===== config.mk =====
export PLATFORM = sky130hd
export DESIGN_NAME = sram_async_ctrl
export DESIGN_NICKNAME = d
export VERILOG_FILES = /design/src/rtl/sram_ctrl_pkg.sv /design/src/rtl/sram_phase_timer.sv /design/src/rtl/sram_rd_capture.sv /design/src/rtl/sram_async_ctrl.sv
export SDC_FILE = /design/constraint.sdc
export NUM_CORES = 1
export LEC_CHECK = 0
export ABC_CLOCK_PERIOD_IN_PS = 1950
export BUFFER_PORTS_ARGS = -buffer_cell sky130_fd_sc_hd__buf_4
export CORE_MARGIN = 2
export CORE_UTILIZATION = 45
export CTS_BUF_LIST = sky130_fd_sc_hd__clkbuf_4
export CTS_CLUSTER_DIAMETER = 120
export DETAILED_ROUTE_END_ITERATION = 10
export GPL_TIMING_DRIVEN = 0
export PLACE_DENSITY_LB_ADDON = 0.25
export SLEW_MARGIN = 30
export SYNTH_ARGS = -nofsm -noshare
export SYNTH_HDL_FRONTEND = slang
export SYNTH_SLANG_ARGS = --single-unit

===== constraint.sdc =====
create_clock -name clk -period 1.95 [get_ports clk]
set_clock_uncertainty 0.2 [all_clocks]
set_input_delay 0.195 -clock clk [delete_from_list [all_inputs] [get_ports clk]]
set_output_delay 0.195 -clock clk [all_outputs]
set_load 0.05 [all_outputs]

===== src/rtl/sram_ctrl_pkg.sv =====
package sram_ctrl_pkg;

   typedef enum logic [2:0] {
      ST_IDLE,
      ST_RD_ACC,
      ST_RD_CAP,
      ST_WR_SETUP,
      ST_WR_PULSE,
      ST_WR_RECOV,
      ST_TURN
   } ctrl_state_t;

   typedef struct packed {
      logic ce_n;
      logic oe_n;
      logic we_n;
      logic drive;
   } pin_ctl_t;

   // Pin levels for each state; outputs are registered from this decode
   function automatic pin_ctl_t decode_pins(ctrl_state_t s);
      pin_ctl_t p;
      p = '{ce_n: 1'b1, oe_n: 1'b1, we_n: 1'b1, drive: 1'b0};
      case (s)
         ST_RD_ACC:   p = '{ce_n: 1'b0, oe_n: 1'b0, we_n: 1'b1, drive: 1'b0};
         ST_WR_SETUP: p = '{ce_n: 1'b0, oe_n: 1'b1, we_n: 1'b1, drive: 1'b1};
         ST_WR_PULSE: p = '{ce_n: 1'b0, oe_n: 1'b1, we_n: 1'b0, drive: 1'b1};
         ST_WR_RECOV: p = '{ce_n: 1'b0, oe_n: 1'b1, we_n: 1'b1, drive: 1'b1};
         default:     p = '{ce_n: 1'b1, oe_n: 1'b1, we_n: 1'b1, drive: 1'b0};
      endcase
      return p;
   endfunction

endpackage


===== src/rtl/sram_phase_timer.sv =====
module sram_phase_timer #(
   parameter int CNT_W = 2
) (
   input  logic             clk,
   input  logic             rst_n,
   input  logic             load,
   input  logic [CNT_W-1:0] load_val,
   output logic             expired
);

   logic [CNT_W-1:0] cnt_q;

   always_ff @(posedge clk or negedge rst_n) begin
      if (!rst_n)               cnt_q <= '0;
      else if (load)            cnt_q <= load_val;
      else if (cnt_q != '0)     cnt_q <= cnt_q - 1'b1;
   end

   assign expired = (cnt_q == '0);

   // Phase length depends on a strict one-per-cycle countdown
   assert_count_down_R6: assert property (@(posedge clk) disable iff (!rst_n)
      (!$past(load) && $past(cnt_q) != '0) |-> (cnt_q == $past(cnt_q) - 1'b1));

endmodule


===== src/rtl/sram_rd_capture.sv =====
module sram_rd_capture #(
   parameter int DATA_W = 8
) (
   input  logic              clk,
   input  logic              rst_n,
   input  logic              en,
   input  logic [DATA_W-1:0] d,
   output logic [DATA_W-1:0] q
);

   always_ff @(posedge clk or negedge rst_n) begin
      if (!rst_n)   q <= '0;
      else if (en)  q <= d;
   end

   assert_rd_hold_R3: assert property (@(posedge clk) disable iff (!rst_n)
      !en |=> $stable(q));

endmodule


===== src/rtl/sram_async_ctrl.sv =====
module sram_async_ctrl
   import sram_ctrl_pkg::*;
#(
   parameter int ADDR_W       = 18,
   parameter int DATA_W       = 8,
   parameter int RD_CYC       = 2,
   parameter int WR_SETUP_CYC = 1,
   parameter int WR_PULSE_CYC = 2,
   parameter int TURN_CYC     = 1
) (
   input  logic              clk,
   input  logic              rst_n,
   input  logic              req,
   input  logic              req_we,
   input  logic [ADDR_W-1:0] req_addr,
   input  logic [DATA_W-1:0] req_wdata,
   output logic              busy,
   output logic              done,
   output logic [DATA_W-1:0] rd_data,
   output logic              mem_ce_n,
   output logic              mem_oe_n,
   output logic              mem_we_n,
   output logic [ADDR_W-1:0] mem_addr,
   output logic [DATA_W-1:0] mem_dq_out,
   output logic              mem_dq_oe,
   input  logic [DATA_W-1:0] mem_dq_in
);

   localparam int MAX_AB  = (RD_CYC > WR_SETUP_CYC) ? RD_CYC : WR_SETUP_CYC;
   localparam int MAX_CD  = (WR_PULSE_CYC > TURN_CYC) ? WR_PULSE_CYC : TURN_CYC;
   localparam int MAX_LEN = (MAX_AB > MAX_CD) ? MAX_AB : MAX_CD;
   localparam int CNT_W   = (MAX_LEN > 1) ? $clog2(MAX_LEN) : 1;

   localparam logic [CNT_W-1:0] LD_RD   = CNT_W'(RD_CYC - 1);
   localparam logic [CNT_W-1:0] LD_WS   = CNT_W'(WR_SETUP_CYC - 1);
   localparam logic [CNT_W-1:0] LD_WP   = CNT_W'(WR_PULSE_CYC - 1);
   localparam logic [CNT_W-1:0] LD_TURN = CNT_W'(TURN_CYC - 1);

   generate
      if (RD_CYC < 1 || WR_SETUP_CYC < 1 || WR_PULSE_CYC < 1 || TURN_CYC < 1) begin : g_bad_phase
         $error("every phase length must be at least one cycle");
      end
      if (ADDR_W < 1 || DATA_W < 1) begin : g_bad_width
         $error("address and data widths must be positive");
      end
   endgenerate

   ctrl_state_t       state_q, state_d;
   pin_ctl_t          pins_q;
   logic [ADDR_W-1:0] addr_q;
   logic [DATA_W-1:0] wdata_q;
   logic              op_we_q;
   logic              prev_valid_q, prev_we_q;
   logic              busy_q, done_q;
   logic              accept, cap_en, t_load, t_expired;
   logic [CNT_W-1:0]  t_val;

   sram_phase_timer #(.CNT_W(CNT_W)) u_timer (
      .clk      (clk),
      .rst_n    (rst_n),
      .load     (t_load),
      .load_val (t_val),
      .expired  (t_expired)
   );

   sram_rd_capture #(.DATA_W(DATA_W)) u_capture (
      .clk   (clk),
      .rst_n (rst_n),
      .en    (cap_en),
      .d     (mem_dq_in),
      .q     (rd_data)
   );

   always_comb begin
      state_d = state_q;
      accept  = 1'b0;
      cap_en  = 1'b0;
      t_load  = 1'b0;
      t_val   = '0;
      case (state_q)
         ST_IDLE: begin
            if (req) begin
               accept = 1'b1;
               t_load = 1'b1;
               if (prev_valid_q && (prev_we_q != req_we)) begin
                  state_d = ST_TURN;
                  t_val   = LD_TURN;
               end else if (req_we) begin
                  state_d = ST_WR_SETUP;
                  t_val   = LD_WS;
               end else begin
                  state_d = ST_RD_ACC;
                  t_val   = LD_RD;
               end
            end
         end
         ST_TURN: begin
            if (t_expired) begin
               t_load  = 1'b1;
               state_d = op_we_q ? ST_WR_SETUP : ST_RD_ACC;
               t_val   = op_we_q ? LD_WS : LD_RD;
            end
         end
         ST_RD_ACC: begin
            if (t_expired) begin
               cap_en  = 1'b1;
               state_d = ST_RD_CAP;
            end
         end
         ST_WR_SETUP: begin
            if (t_expired) begin
               t_load  = 1'b1;
               t_val   = LD_WP;
               state_d = ST_WR_PULSE;
            end
         end
         ST_WR_PULSE: begin
            if (t_expired) state_d = ST_WR_RECOV;
         end
         default: state_d = ST_IDLE;
      endcase
   end

   always_ff @(posedge clk or negedge rst_n) begin
      if (!rst_n) begin
         state_q      <= ST_IDLE;
         pins_q       <= decode_pins(ST_IDLE);
         busy_q       <= 1'b0;
         done_q       <= 1'b0;
         addr_q       <= '0;
         wdata_q      <= '0;
         op_we_q      <= 1'b0;
         prev_valid_q <= 1'b0;
         prev_we_q    <= 1'b0;
      end else begin
         state_q <= state_d;
         pins_q  <= decode_pins(state_d);
         busy_q  <= (state_d != ST_IDLE);
         done_q  <= (state_d == ST_RD_CAP) || (state_d == ST_WR_RECOV);
         if (accept) begin
            addr_q       <= req_addr;
            wdata_q      <= req_wdata;
            op_we_q      <= req_we;
            prev_valid_q <= 1'b1;
            prev_we_q    <= req_we;
         end
      end
   end

   assign busy       = busy_q;
   assign done       = done_q;
   assign mem_ce_n   = pins_q.ce_n;
   assign mem_oe_n   = pins_q.oe_n;
   assign mem_we_n   = pins_q.we_n;
   assign mem_dq_oe  = pins_q.drive;
   assign mem_addr   = addr_q;
   assign mem_dq_out = wdata_q;

   assert_standby_idle_R2: assert property (@(posedge clk) disable iff (!rst_n)
      !busy |-> mem_ce_n);

   assert_done_single_R4: assert property (@(posedge clk) disable iff (!rst_n)
      done |=> !done);

   assert_write_frame_R5: assert property (@(posedge clk) disable iff (!rst_n)
      !mem_we_n |-> (!mem_ce_n && mem_oe_n && mem_dq_oe));

   assert_pulse_stable_R6: assert property (@(posedge clk) disable iff (!rst_n)
      (!mem_we_n && $past(!mem_we_n)) |-> ($stable(mem_addr) && $stable(mem_dq_out)));

   assert_no_clash_R7: assert property (@(posedge clk) disable iff (!rst_n)
      !(mem_dq_oe && !mem_oe_n));

   assert_release_gap_R7: assert property (@(posedge clk) disable iff (!rst_n)
      $past(!mem_oe_n) |-> !mem_dq_oe);

   assert_busy_holds_addr_R8: assert property (@(posedge clk) disable iff (!rst_n)
      busy |=> $stable(mem_addr));

   assert_done_in_busy_R9: assert property (@(posedge clk) disable iff (!rst_n)
      done |-> busy);

endmodule


; ---- Word level (Yosys, flattened, before mapping)
; Index checks and enable logic that the tools add are counted.
[classes]
add_sub_neg = 1
n_eq_ne = 10
n_mux = 23
reduce_logical = 6
[ops]
columns = op, count
row1 = 3-bit 2-to-1 mux, 6
row2 = 3-bit case mux with 5 select lines, 1
row3 = 3-bit equality test (second input constant), 4
row4 = 4-bit case mux with 3 select lines, 1
row5 = 1-bit 2-to-1 mux, 11
row6 = 3-bit by 2-bit equality test with 1-bit output (second input constant), 3
row7 = 3-bit by 1-bit equality test with 1-bit output (second input constant), 2
row8 = 2-bit 2-to-1 mux, 2
row9 = 2-bit OR reduction, 2
row10 = 3-bit zero test, 1
row11 = 1-bit case mux with 3 select lines, 1
row12 = 3-bit nonzero test, 1
row13 = 1-bit case mux with 2 select lines, 1
row14 = 1-bit logical AND, 1
row15 = 1-bit logical OR, 1
row16 = 1-bit != test, 1
row17 = 1-bit subtractor (second input constant), 1
[word_totals]
register_bits = 46
input_bits = 38

; ---- Longest topological paths before layout
[depth]
ltp_word = 8
depth_mapped = 5
depth_no_buf = 3

; ---- By module
; Synthesis repeated with hierarchy kept, for this count alone.
[hier_totals]
cells_unflattened = 184
hier_area_um2 = 1896.8
[by_module_without_submodules]
columns = module, n_inst, cells_per_inst, seq_area_each_um2, area_each_um2
row1 = sram_async_ctrl, 1, 164, 929.6, 1530.2
row2 = sram_rd_capture, 1, 17, 200.2, 331.6
row3 = sram_phase_timer, 1, 3, 25.0, 35.0

; ---- Worst setup path after synthesis
; Ideal clock, no wire load.
[synth_path]
path_kind = register to register
start = reg u_timer.cnt_q
end = reg u_capture.q[0]
setup_time_ns = 0.125
arrival_time_ns = 1.372
setup_slack_ns = 0.253
path_stages_with_launch = 4
required_time_ns = 1.625
path_cell_list = dfrtp_1 buf_2 nor4b_4 mux2_2
[synth_via]
elab_chain_len = 2
[synth_rtl]
columns = element, line
row1 = "start, declared", sram_phase_timer.sv:11  ; logic [CNT_W-1:0] cnt_q;
row2 = "start signal, assigned", sram_phase_timer.sv:15  ; else if (load) cnt_q <= load_val;
row3 = "start signal, assigned", sram_phase_timer.sv:16  ; else if (cnt_q != '0) cnt_q <= cnt_q - 1'b1;
row4 = 1-bit 2-to-1 mux, sram_async_ctrl.sv:105  ; if (t_expired) begin
row5 = 1-bit 2-to-1 mux, sram_async_ctrl.sv:80  ; case (state_q)
row6 = "end signal, assigned", sram_rd_capture.sv:12  ; if (!rst_n) q <= '0;
row7 = "end signal, assigned", sram_rd_capture.sv:13  ; else if (en) q <= d;
row8 = "end, declared", sram_rd_capture.sv:8  ; output logic [DATA_W-1:0] q
; Every way passes these cells.
; A chain may end at the register's enable or synchronous reset.

; ---- Final worst setup path
[layout_path]
start = reg state_q[1]
end = reg wdata_q[7] (netlist: mem_dq_out[7])
[layout_via]
elab_chain_len = 2
[layout_rtl]
columns = element, line
row1 = "start, declared", sram_async_ctrl.sv:48  ; ctrl_state_t state_q, state_d;
row2 = "start signal, assigned", sram_async_ctrl.sv:136  ; state_q <= state_d;
row3 = 3-bit zero test, sram_async_ctrl.sv:80
row4 = 1-bit 2-to-1 mux, sram_async_ctrl.sv:80
row5 = "end signal, assigned", sram_async_ctrl.sv:142  ; wdata_q <= req_wdata;
row6 = "end, declared", sram_async_ctrl.sv:51  ; logic [DATA_W-1:0] wdata_q;
; Every way passes these cells.

==> flow_summary.ini <==
[status]
outcome = finished, final reports clean

[logic_synthesis]
synth_ff_type = dfrtp_1
synth_edf_count = 0
yosys_register_bits = 46
synth_common_cells = nand2_1, dfrtp_1, mux2_2
yosysMostFrequentCell = nand2_1
synth_area_leaders = dfrtp_1, nand2_1, mux2_2, dfstp_2, buf_2
syn-cell-area_sq_um = 1890
yosys.area.top_type = dfrtp_1
synth_top_area_frac = 0.571
synthArstFlopShare = 1.00
ys_types = 30
synth_area_per_cell_sq_um = 10.2
yosys_warnings = 0
synthCells = 184
synth_fp_nets = 222
ys_seq_area_frac = 0.612

[floorplan]
die_area_sq_um = 4720
initial_utilization = 0.468
rows = 23
num_io_pins = 78
coreArea_sq_um = 4030
dieWidth_um = 68.7
die_y_um = 68.7

[clocking]
clockBufferDepth = 2
cts_htree_levels = 2
cts_tree = built
cts_sinks = 46
clk_pin_slew_ns = 0.13
cts_root_buffer = clkbuf_4
cts_made_buffers = 5
clock_latency_ns = 0.36

[timing]
drv_slew = 0
finalCritPeriodShare = 0.929
slew_headroom = 0.624
tns_ns = 0
min_period_ns = 1.81
setup_violations = 0
hold-worst-slack_ns = 0.0798
rsz0062_at_grt = false
hold_viol_final = 0
fin_ws_ns = 0.138
max_freq_mhz = 552
tightest_slew_ns = 0.564

[finish]
drive_gt1_frac = 0.352
layout-area-overhead-vs-synth_pct = 57.0
area.sequential_sq_um = 1150
nets = 344
multi_input_area_sq_um = 658
utilization = 0.735
fill_cells = 285
diodes = 0

[global_routing]
antenna_found_initial = 0
grt_pass1_wl_um = 7070
grt_max_degree = 47
grt_overflow = 0
grt_pass1_vias = 1533
grt.total_usage = 0.204

[power]
vdd_ir_drop_max_v = 0.00108
p_per_area_nw_per_um2 = 1810
power_mw = 5.36
power.leakage_nw = 1.54

[worst_setup_path]
arrival_ns = 1.88
r2r_start = state_q[1]
reg2reg_depth = 5
crit_path_end_kind = flop
crit_fanout = 10
start_kind = flop
r2r-end = mem_dq_out[7]
ff2ff_setup_slack_ns = 0.14
worstSetupPathType = flop to flop
required_ns = 2.02

[route]
drtIter0Drc = 119
ant_nets = 0
post_drt_wl_per_cell_um = 12.9
viasPerCell = 4.78
route.detailed.drc = 0
routed_wl_um = 4610
vias = 1706
drtPass1Iterations = 4

[place]
place_worst_setup_slack_ns = 0.0945
place_hpwl_um = 2890
place_congestion = 0.772
portBuffers = 77

[run]
max-cap-violations = 0

[hold_path]
hold_path_class = primary input to flop
hold_end = mem_ce_n
min_path_cells = 3
hold_start = req
-- cells by family (layout without fill, tap and decap cells) --
group                     count (synthesis)  in the layout  share of synthesized area
AOI/OAI and AO/OA                        17             17                     0.0690
xor gates and xnor gates                  2              2                    0.00929
buffers and inverters                    15            138                     0.0385
DFF                                      46             46                      0.612
muxes                                     8              8                     0.0478
and+or+nand+nor                          96             96                      0.223
-- critical path, cell delays in order (launching register included) --
cell	delay [ns]
dfrtp_1	0.43
or4b_1	0.51
clkbuf_1	0.15
clkbuf_1	0.23
nand2_1	0.14
nand2_1	0.06
-- power by group --
group | internal, mW | switching, mW
sequential | 1.41 | 0.235
clock | 0.156 | 0.292
combinational | 1.05 | 2.21
total | 2.62 | 2.74
-- layout by cell type (no fill, tap or decap) --
cell / instances
a211o_1: 1
a211oi_1: 1
a21boi_0: 1
a21o_1: 1
a21oi_1: 1
a221o_1: 2
a222oi_1: 1
a22o_1: 1
a311oi_1: 1
and4b_1: 1
buf_2: 7
buf_4: 79
buf_6: 1
clkbuf_1: 3
clkbuf_4: 6
clkinv_2: 1
clkinv_4: 1
dfrtp_1: 43
dfstp_2: 3
dlygate4sd3_1: 36
inv_1: 4
mux2_2: 8
nand2_1: 82
nand2b_1: 3
nor2_1: 3
nor2b_1: 3
nor3_1: 1
nor4b_2: 1
nor4b_4: 1
o21ai_0: 4
o221ai_1: 1
o311ai_0: 1
o31a_1: 1
or4b_1: 1
xor2_1: 2
-- per-stage QoR --
step | area (sq um) | std cells
after floorplan | 1890 | 184
after global placement | 2530 | 311
after detailed placement | 2530 | 311
after CTS | 2950 | 355
after global routing | 2960 | 357
final | 2960 | 357
-- repair_timing --
item                                    in CTS  in global routing
resized for setup                            0                  0
hold buffers                                36                  0
endpoints found under the setup margin       0                  8
endpoints found under the hold margin       79                  0
setup buffers                                0                  2
-- metal layers --
| layer | up-vias | track usage | part of all wire |
|---|---|---|---|
| li1 | 836 | - | - |
| met1 | 808 | 0.261 | 0.41 |
| met2 | 57 | 0.341 | 0.53 |
| met3 | 5 | 0.0406 | 0.045 |
| met4 | 0 | 0.0809 | 0.012 |
| met5 | - | 0 | 0 |
-- worst max path at each step --
stage                   from              to  slack (ns)  cells after the start
3_3_place_gp   u_timer.cnt_q  u_capture.q[1]        0.09                      3
5_1_grt           state_q[1]     mem_addr[0]       0.009                      5
3_5_place_dp   u_timer.cnt_q  u_capture.q[0]        0.09                      3
6_report          state_q[1]   mem_dq_out[7]        0.14                      5
2_1_floorplan  u_timer.cnt_q  u_capture.q[0]        0.25                      3
4_1_cts        u_timer.cnt_q  u_capture.q[0]        0.05                      3
-- state kept, by name, indices dropped and copies added (netlist names) --
name / cells
busy: 1
done: 1
mem_addr: 18
mem_ce_n: 1
mem_dq_oe: 1
mem_dq_out: 8
mem_oe_n: 1
mem_we_n: 1
prev_valid_q: 1
prev_we_q: 1
state_q: 3
u_capture.q: 8
u_timer.cnt_q: 1
-- area by class of cell --
| cell class | instances | area share |
|---|---|---|
| inverter | 4 | 0.00507 |
| clock buffer | 6 | 0.0152 |
| sequential | 46 | 0.390 |
| buffer | 11 | 0.0194 |
| clock inverter | 2 | 0.00465 |
| multi-input combinational | 123 | 0.222 |
| tap | 50 | 0.0211 |
| timing repair buffer | 115 | 0.322 |
No activity file was read; power rests on OpenSTA's default activity.
